File: config.mk
export PLATFORM = sky130hd
export DESIGN_NAME = bht_table
export DESIGN_NICKNAME = d
export VERILOG_FILES = /design/src/rtl/bht_pkg.sv /design/src/rtl/bht_match.sv /design/src/rtl/bht_victim.sv /design/src/rtl/bht_table.sv
export SDC_FILE = /design/constraint.sdc
export NUM_CORES = 2
export LEC_CHECK = 0
export ABC_AREA = 0
export BUFFER_PORTS_ARGS = -buffer_cell sky130_fd_sc_hd__clkbuf_2
export CAP_MARGIN = 10
export CORE_ASPECT_RATIO = 0.8
export CORE_MARGIN = 3
export CORE_UTILIZATION = 40
export DETAILED_ROUTE_END_ITERATION = 8
export HOLD_SLACK_MARGIN = 0.1
export SYNTH_ARGS = -nofsm -noshare
export SYNTH_HDL_FRONTEND = slang
export SYNTH_SLANG_ARGS = --single-unit
File: constraint.sdc
create_clock -name clk_i -period 3.95 [get_ports clk_i]
set_clock_uncertainty 0.1 [all_clocks]
set_input_delay 0.79 -clock clk_i [delete_from_list [all_inputs] [get_ports clk_i]]
set_output_delay 0.79 -clock clk_i [all_outputs]
set_load 0.01 [all_outputs]
File: src/rtl/bht_pkg.sv
package bht_pkg;
  typedef logic [1:0] ctr_t;

  localparam ctr_t CTR_SNT = 2'b00;
  localparam ctr_t CTR_WNT = 2'b01;
  localparam ctr_t CTR_WT  = 2'b10;
  localparam ctr_t CTR_ST  = 2'b11;

  function automatic ctr_t ctr_step(ctr_t c, logic taken);
    if (taken) return (c == CTR_ST) ? CTR_ST : c + 2'd1;
    return (c == CTR_SNT) ? CTR_SNT : c - 2'd1;
  endfunction

  function automatic ctr_t ctr_seed(logic taken);
    return taken ? CTR_WT : CTR_WNT;
  endfunction
endpackage

File: src/rtl/bht_match.sv
module bht_match #(
  parameter int N     = 8,
  parameter int AW    = 32,
  localparam int IW   = (N > 1) ? $clog2(N) : 1
) (
  input  logic [N-1:0][AW-1:0] tags_i,
  input  logic [N-1:0]         valid_i,
  input  logic [AW-1:0]        key_i,
  output logic [N-1:0]         hit_vec_o,
  output logic                 hit_o,
  output logic [IW-1:0]        idx_o
);
  for (genvar i = 0; i < N; i++) begin : g_cmp
    assign hit_vec_o[i] = valid_i[i] && (tags_i[i] == key_i);
  end

  assign hit_o = |hit_vec_o;

  always_comb begin
    idx_o = '0;
    for (int i = 0; i < N; i++)
      if (hit_vec_o[i]) idx_o = IW'(i);
  end
endmodule

File: src/rtl/bht_victim.sv
module bht_victim #(
  parameter int N   = 8,
  localparam int IW = (N > 1) ? $clog2(N) : 1
) (
  input  logic          clk_i,
  input  logic          rst_ni,
  input  logic [N-1:0]  valid_i,
  input  logic          alloc_i,
  output logic [IW-1:0] idx_o
);
  logic [IW-1:0] rr_q, free_idx;
  logic          any_free;

  // lowest free slot wins
  always_comb begin
    free_idx = '0;
    any_free = 1'b0;
    for (int i = N - 1; i >= 0; i--)
      if (!valid_i[i]) begin
        free_idx = IW'(i);
        any_free = 1'b1;
      end
  end

  assign idx_o = any_free ? free_idx : rr_q;

  always_ff @(posedge clk_i or negedge rst_ni) begin
    if (!rst_ni) rr_q <= '0;
    else if (alloc_i && !any_free)
      rr_q <= (rr_q == IW'(N - 1)) ? '0 : rr_q + IW'(1);
  end
endmodule

File: src/rtl/bht_table.sv
module bht_table
  import bht_pkg::*;
#(
  parameter int ENTRIES    = 8,
  parameter int ADDR_W     = 32,
  parameter int INSN_BYTES = 4,
  localparam int IW        = (ENTRIES > 1) ? $clog2(ENTRIES) : 1
) (
  input  logic              clk_i,
  input  logic              rst_ni,
  input  logic [ADDR_W-1:0] lk_pc_i,
  output logic              lk_hit_o,
  output logic              lk_taken_o,
  output logic [ADDR_W-1:0] lk_target_o,
  output logic [ADDR_W-1:0] lk_next_pc_o,
  input  logic              up_valid_i,
  input  logic [ADDR_W-1:0] up_pc_i,
  input  logic              up_taken_i,
  input  logic [ADDR_W-1:0] up_target_i
);
  logic [ENTRIES-1:0]             valid_vec;
  logic [ENTRIES-1:0][ADDR_W-1:0] tag_vec, tgt_vec;
  ctr_t [ENTRIES-1:0]             ctr_vec;

  logic [ENTRIES-1:0] lk_hit_vec, up_hit_vec;
  logic [IW-1:0]      lk_idx, up_idx, vic_idx;
  logic               up_hit;

  bht_match #(.N(ENTRIES), .AW(ADDR_W)) u_lk_match (
    .tags_i(tag_vec), .valid_i(valid_vec), .key_i(lk_pc_i),
    .hit_vec_o(lk_hit_vec), .hit_o(lk_hit_o), .idx_o(lk_idx)
  );

  bht_match #(.N(ENTRIES), .AW(ADDR_W)) u_up_match (
    .tags_i(tag_vec), .valid_i(valid_vec), .key_i(up_pc_i),
    .hit_vec_o(up_hit_vec), .hit_o(up_hit), .idx_o(up_idx)
  );

  bht_victim #(.N(ENTRIES)) u_victim (
    .clk_i(clk_i), .rst_ni(rst_ni), .valid_i(valid_vec),
    .alloc_i(up_valid_i && !up_hit), .idx_o(vic_idx)
  );

  for (genvar e = 0; e < ENTRIES; e++) begin : g_ent
    logic              v_q;
    logic [ADDR_W-1:0] tag_q, tgt_q;
    ctr_t              ctr_q;
    logic              hit_wr, new_wr;

    assign hit_wr = up_valid_i && up_hit && (up_idx == IW'(e));
    assign new_wr = up_valid_i && !up_hit && (vic_idx == IW'(e));

    always_ff @(posedge clk_i or negedge rst_ni) begin
      if (!rst_ni) begin
        v_q   <= 1'b0;
        tag_q <= '0;
        tgt_q <= '0;
        ctr_q <= CTR_SNT;
      end else if (new_wr) begin
        v_q   <= 1'b1;
        tag_q <= up_pc_i;
        tgt_q <= up_target_i;
        ctr_q <= ctr_seed(up_taken_i);
      end else if (hit_wr) begin
        tgt_q <= up_target_i;
        ctr_q <= ctr_step(ctr_q, up_taken_i);
      end
    end

    assign valid_vec[e] = v_q;
    assign tag_vec[e]   = tag_q;
    assign tgt_vec[e]   = tgt_q;
    assign ctr_vec[e]   = ctr_q;
  end

  // lookup reads registered state only: same-cycle update is seen next cycle
  assign lk_taken_o   = lk_hit_o && ctr_vec[lk_idx][1];
  assign lk_target_o  = lk_hit_o ? tgt_vec[lk_idx] : '0;
  assign lk_next_pc_o = lk_taken_o ? tgt_vec[lk_idx] : lk_pc_i + ADDR_W'(INSN_BYTES);
endmodule

### Word-level counts from Yosys, hierarchy flattened

Cells that the tools add are included.
Widths: inputs -> output; s select.

| cells by class | value |
|---|---|
| add/sub/neg operators | 18 |
| order comparisons | 1 |
| equality and inequality tests | 39 |
| muxes and demuxes | 120 |
| reductions and logical operators | 58 |

Operators by type and width:

| kind | number |
|---|---|
| $mux 32 | 19 |
| $eq 32x32->1 | 16 |
| $mux 2 | 54 |
| $bmux 32 s3 | 1 |
| $mux 3 | 18 |
| $logic_and 1x1->1 | 36 |
| $add 32x3->32 const B | 1 |
| $eq 3x3->1 const B | 9 |
| $mux 1 | 27 |
| $add 2x1->2 const B | 8 |
| $eq 2x2->1 const B | 8 |
| $logic_not 2->1 | 8 |
| $reduce_bool 2->1 | 8 |
| $reduce_or 8->1 | 2 |
| $sub 2x1->2 const B | 8 |
| $eq 3x2->1 const B | 4 |
| $bmux 2 s3 | 1 |
| $eq 3x1->1 const B | 2 |
| $logic_not 3->1 | 2 |
| $lt 3x4->1 const B | 1 |
| $add 3x1->3 const B | 1 |
| $logic_not 1->1 | 2 |

| storage, ports and cells | value |
|---|---|
| register bits after elaboration | 539 |
| input port bits | 100 |
| logic and storage cells | 269 |

### Depth between registers and ports, before layout

| logic depth | value |
|---|---|
| depth after elaboration | 16 |
| mapped depth | 14 |
| mapped depth without buffers | 9 |

### Cells and area by module

Synthesis repeated with hierarchy kept, for this count alone.

| second synthesis, totals | value |
|---|---|
| cell total of the unflattened synthesis | 2716 |
| area total of the unflattened synthesis | 29952.5 um^2 |

By module, submodules not included:

| module | instances | cells an instance | area each (um^2) | sequential area each (um^2) |
|---|---|---|---|---|
| bht_table | 1 | 1895 | 23503.8 | 13412.9 |
| bht_match | 2 | 398 | 3105.5 | 0.0 |
| bht_victim | 1 | 25 | 237.7 | 75.1 |

### Worst setup path after synthesis

Ideal clock, no wire load.

| timing | value |
|---|---|
| kind | input port to output port |
| start point | input lk_pc_i[11] |
| end point | output lk_target_o[0] |
| arrival | 3.483 ns |
| path slack | -0.423 ns |
| stages | 10 |
| buffers on the path | 2 |
| cells stage by stage | buf_2 > xnor2_1 > nand4_1 > or4_1 > or3_1 > clkbuf_1 > nor2b_1 > a311o_1 > mux2_4 > a2111oi_2 |

| on the way | value |
|---|---|
| word-level cells in the longest chain between the ends | 12 |
| elaborated cells on any way between the ends | 27 |
| those cells by class | 8 x eq/ne; 10 x mux; 9 x reduce/logical |

RTL lines:

| item | RTL line | text |
|---|---|---|
| start: declaration | bht_table.sv:11 | `input logic [ADDR_W-1:0] lk_pc_i,` |
| $eq 32x32->1 | bht_match.sv:14 | `assign hit_vec_o[i] = valid_i[i] && (tags_i[i] == key_i);` |
| $logic_and 1x1->1 | bht_match.sv:14 |  |
| $mux 1 | bht_match.sv:22 | `if (hit_vec_o[i]) idx_o = IW'(i);` |
| $mux 2 (2 in a row) | bht_match.sv:22 |  |
| $mux 3 (4 in a row) | bht_match.sv:22 |  |
| $bmux 32 s3 | bht_table.sv:78 | `assign lk_target_o = lk_hit_o ? tgt_vec[lk_idx] : '0;` |
| $mux 32 (not written as such) | bht_table.sv:78 |  |
| $mux 32 * | bht_table.sv:78 |  |
| end: declaration | bht_table.sv:14 | `output logic [ADDR_W-1:0] lk_target_o,` |

Mark *: on every way between the ends. The rest lies on a longest branch, timed or not. The select of a mux whose other input is x is not followed.

### Final worst setup path

| timing | value |
|---|---|
| start point | register g_ent[2].tag_q[19] |
| end point | output lk_next_pc_o[12] |

| on the way | value |
|---|---|
| word-level cells in the longest chain between the ends | 12 |
| elaborated cells on any way between the ends | 15 |
| those cells by class | 1 x eq/ne; 11 x mux; 3 x reduce/logical |

RTL lines:

| item | RTL line | text |
|---|---|---|
| start: declaration | bht_table.sv:46 | `logic [ADDR_W-1:0] tag_q, tgt_q;` |
| start signal: assignment | bht_table.sv:61 | `tag_q <= up_pc_i;` |
| $eq 32x32->1 * | bht_match.sv:14 |  |
| $logic_and 1x1->1 * | bht_match.sv:14 |  |
| $mux 2 (2 in a row) | bht_match.sv:22 |  |
| $mux 3 (4 in a row) | bht_match.sv:22 |  |
| $bmux 2 s3 | bht_table.sv:77 | `assign lk_taken_o = lk_hit_o && ctr_vec[lk_idx][1];` |
| $mux 2 (not written as such) | bht_table.sv:77 |  |
| $logic_and 1x1->1 | bht_table.sv:77 |  |
| $mux 32 * | bht_table.sv:79 | `assign lk_next_pc_o = lk_taken_o ? tgt_vec[lk_idx] : lk_pc_i + ADDR_W'(INSN_BYTES);` |
| end: declaration | bht_table.sv:15 | `output logic [ADDR_W-1:0] lk_next_pc_o,` |

Marked as above.

==> summary.txt <==
outcome = finished, violations left
failing checks = negative setup slack
Pins Over Slew Limit = 0
vias per cell = 5.75
global route overflow = 0
Syn Inst Count = 2732
Reg clk slew, reported paths = 0.06 ns
htree depth = 2
PwrDens = 751 nW/um^2
end point of the critical path = lk_next_pc_o[12]
Finished Cell Area = 43300 um^2
Slew headroom = 49.4%
top-area cell type share of the netlist area = 43.4%
synthesis warning total = 0
I/O pins = 166
TritonCTS Sinks = 539
reg2reg setup slack = 0.10 ns
adder-cell share of the synthesized area = 0.121%
fraction of the mapped netlist area in simple logic gates = 11.1%
Primary FF master, synth = dfrtp_1
drt first pass iters = 5
Synth top cells by count = 539 x dfrtp_1, 481 x mux2_2, 365 x xor2_1, 173 x xnor2_1, 133 x nor2_1
number of enable flip-flop cells after synthesis = 0
Routed Antenna Nets = 0
share of layout cells above drive strength 1 = 48.5%
Reg2Reg Depth = 13
TNS Setup = -66.40 ns
Area growth, synth to finish = 39.5%
DRC violations left = 0
Final Net Count = 3612
Compound-Gate Fraction of Synth Area = 4.70%
Yosys reg bits = 539
crit-path max FO = 6
Routed WL per cell = 29.7 um
Setup Crit Path Kind = flip-flop to primary output
Max-Cap Viols = 0
final worst-path cycle share = 130%
worst hold path class = input pin to flip-flop
fin worst setup slack = -1.18 ns
iteration-0 DRC count of the detailed router = 2666
port bufs = 165
CP startpoint kind = flip-flop
leakage = 0.0194 uW
Post-synth ARST share = 100%
Req. time, crit path = 3.06 ns
vias in the first global route = 26400
Worst EP arrival = 4.24 ns
routed wire length = 135000 um
total track usage = 32.4%
Mean Syn Cell Area = 11.4 um^2
top-count cell post-synth = dfrtp_1
area leader, netlist = dfrtp_1
number of fill cells = 6468
CTS Buffer Depth = 3
crit path from = g_ent[2].tag_q[19]
Final Util = 56.9%
mapped cell area = 31100 um^2
Die Wd = 318 um
min Tclk post-route = 5.13 ns
die area = 81100 um^2
vias post-DR = 26200
RR Endpoint = g_ent[0].tgt_q[3]
clk root buf = clkbuf_16
HPWL Detailed = 99700 um
Inst Count DP = 4387
Worst-Margin Slew = 0.756 ns
CTS Buf Count = 59
CTS tree = done
multiplexer share of the synthesized area = 21.7%
most area-consuming cells after synthesis = dfrtp_1 43%, mux2_2 17%, xor2_1 10%
clock latency on the worst-skew pair = 0.69 ns
largest net degree at the start of global routing = 106
antenna violations before repair = 5
number of hold violations in the final report = 0
chip height = 255 um
xor/xnor share of the synthesized area = 15.2%
worst vdd ir = 0.000448 V
largest family of logic cells by synthesized area = multiplexers
crit path capture type = primary output
# setup viols final = 66
Fmax achieved = 195 MHz
first-pass GRT wire length = 191000 um
worst flop-to-flop path startpoint = g_ent[5].tag_q[23]
non-filler instance count after layout = 4562
RSZ-0062 raised after global routing = yes
routability cong. = 0.990
post-synth cell types = 75
syn nets = 2835
Starting Density = 40.8%
Rows = 90
DP Area = 38800 um^2
register area share after synthesis = 43.4%
core area = 76100 um^2
layout make-up:
type                    count  area (um^2)  area share (%)
diodes                      1         2.50         0.00577
clock buffers              77         1600            3.70
clock inverters            24          330           0.762
inverters                  23         91.3           0.211
multi-input cells        1962        18000            41.6
flip-flops and latches    539        13500            31.2
well taps                1012         1270            2.92
repair buffers            924         8520            19.7
layer usage:
layer | routed length [um] | GRT usage, %
met1 | 61500 | 47.8
met3 | 13800 | 7.87
met5 | 0 | 0
met4 | 3050 | 7.35
met2 | 57100 | 47.9
sequential cells by signal, summed over array words and instances, names as in the netlist:
| signal | flops |
|---|---|
| g_ent.tag_q | 256 |
| g_ent.tgt_q | 256 |
| g_ent.ctr_q | 16 |
| g_ent.v_q | 8 |
| u_victim.rr_q | 3 |
how the worst min path moves through the flow:
stage	end	cells past startpoint	from	slack [ns]
6_report	g_ent[3].tgt_q[31]	2	up_target_i[31]	0.34
5_1_grt	g_ent[3].tgt_q[31]	2	up_target_i[31]	0.34
4_1_cts	g_ent[3].tgt_q[31]	2	up_target_i[31]	0.30
3_5_place_dp	g_ent[7].tgt_q[30]	1	g_ent[7].tgt_q[30]	0.38
3_3_place_gp	g_ent[3].tgt_q[9]	1	g_ent[3].tgt_q[9]	0.37
2_1_floorplan	g_ent[3].tgt_q[10]	1	g_ent[3].tgt_q[10]	0.36
critical path, stage by stage (launching register included):
cell      delay, ns
dfrtp_2        0.44
xor2_4         0.19
buf_6          0.14
nor4b_4        0.26
nand4_1        0.19
buf_4          0.18
or4_4          0.48
a211oi_4       0.30
nand2b_4       0.16
nand4b_1       0.20
o211ai_4       0.18
buf_12         0.20
buf_6          0.12
mux2i_4        0.30
buf_2          0.19
metrics by stage:
step	setup WS, ns	power (uW)	hold WS [ns]
floorplan	-0.188	19200	0.357
global placement	-1.58	25200	0.368
detailed placement	-1.51	25700	0.377
CTS	-1.22	31800	0.299
global route	-1.26	34100	0.339
finish	-1.18	32600	0.343
report_power, final:
part / switching, uW / internal, uW / leakage, uW / total (uW)
Clock: 2510 / 3190 / 0.000937 / 5690
Combinational: 7530 / 8730 / 0.0121 / 16300
Sequential: 2200 / 8410 / 0.00643 / 10600
Total: 12200 / 20300 / 0.0194 / 32600
what timing repair did:
action                                  4_1_cts  5_1_grt
resized for setup                           149      277
setup buffers                                41       29
endpoints found under the hold margin        41        0
gates cloned                                  5        5
pin swaps                                    56       68
endpoints found under the setup margin       66      131
hold buffers                                  1        0
logic make-up after synthesis:
family	Yosys count
simple gates	614
mux	608
flops	539
xor+xnor	538
buf+inv	231
compound gates	199
fa+ha+maj	3
cells in the final DEF (no fill, tap or decap), drive strengths merged, types with 8 or more instances in the layout:
master	instances
buf	827
dfrtp	539
mux2	510
xor2	365
xnor2	173
clkbuf	173
nor2	134
nor4	131
mux2i	98
nand2	72
nand4	59
nand3b	58
a21oi	45
nand3	44
o21ai	31
o221ai	28
a211o	27
inv	22
nor3	22
clkinv	16
nand2b	15
or4	15
nand4b	13
and3	11
o211ai	9
nor4b	8
Power figures use the tool's default switching activity.
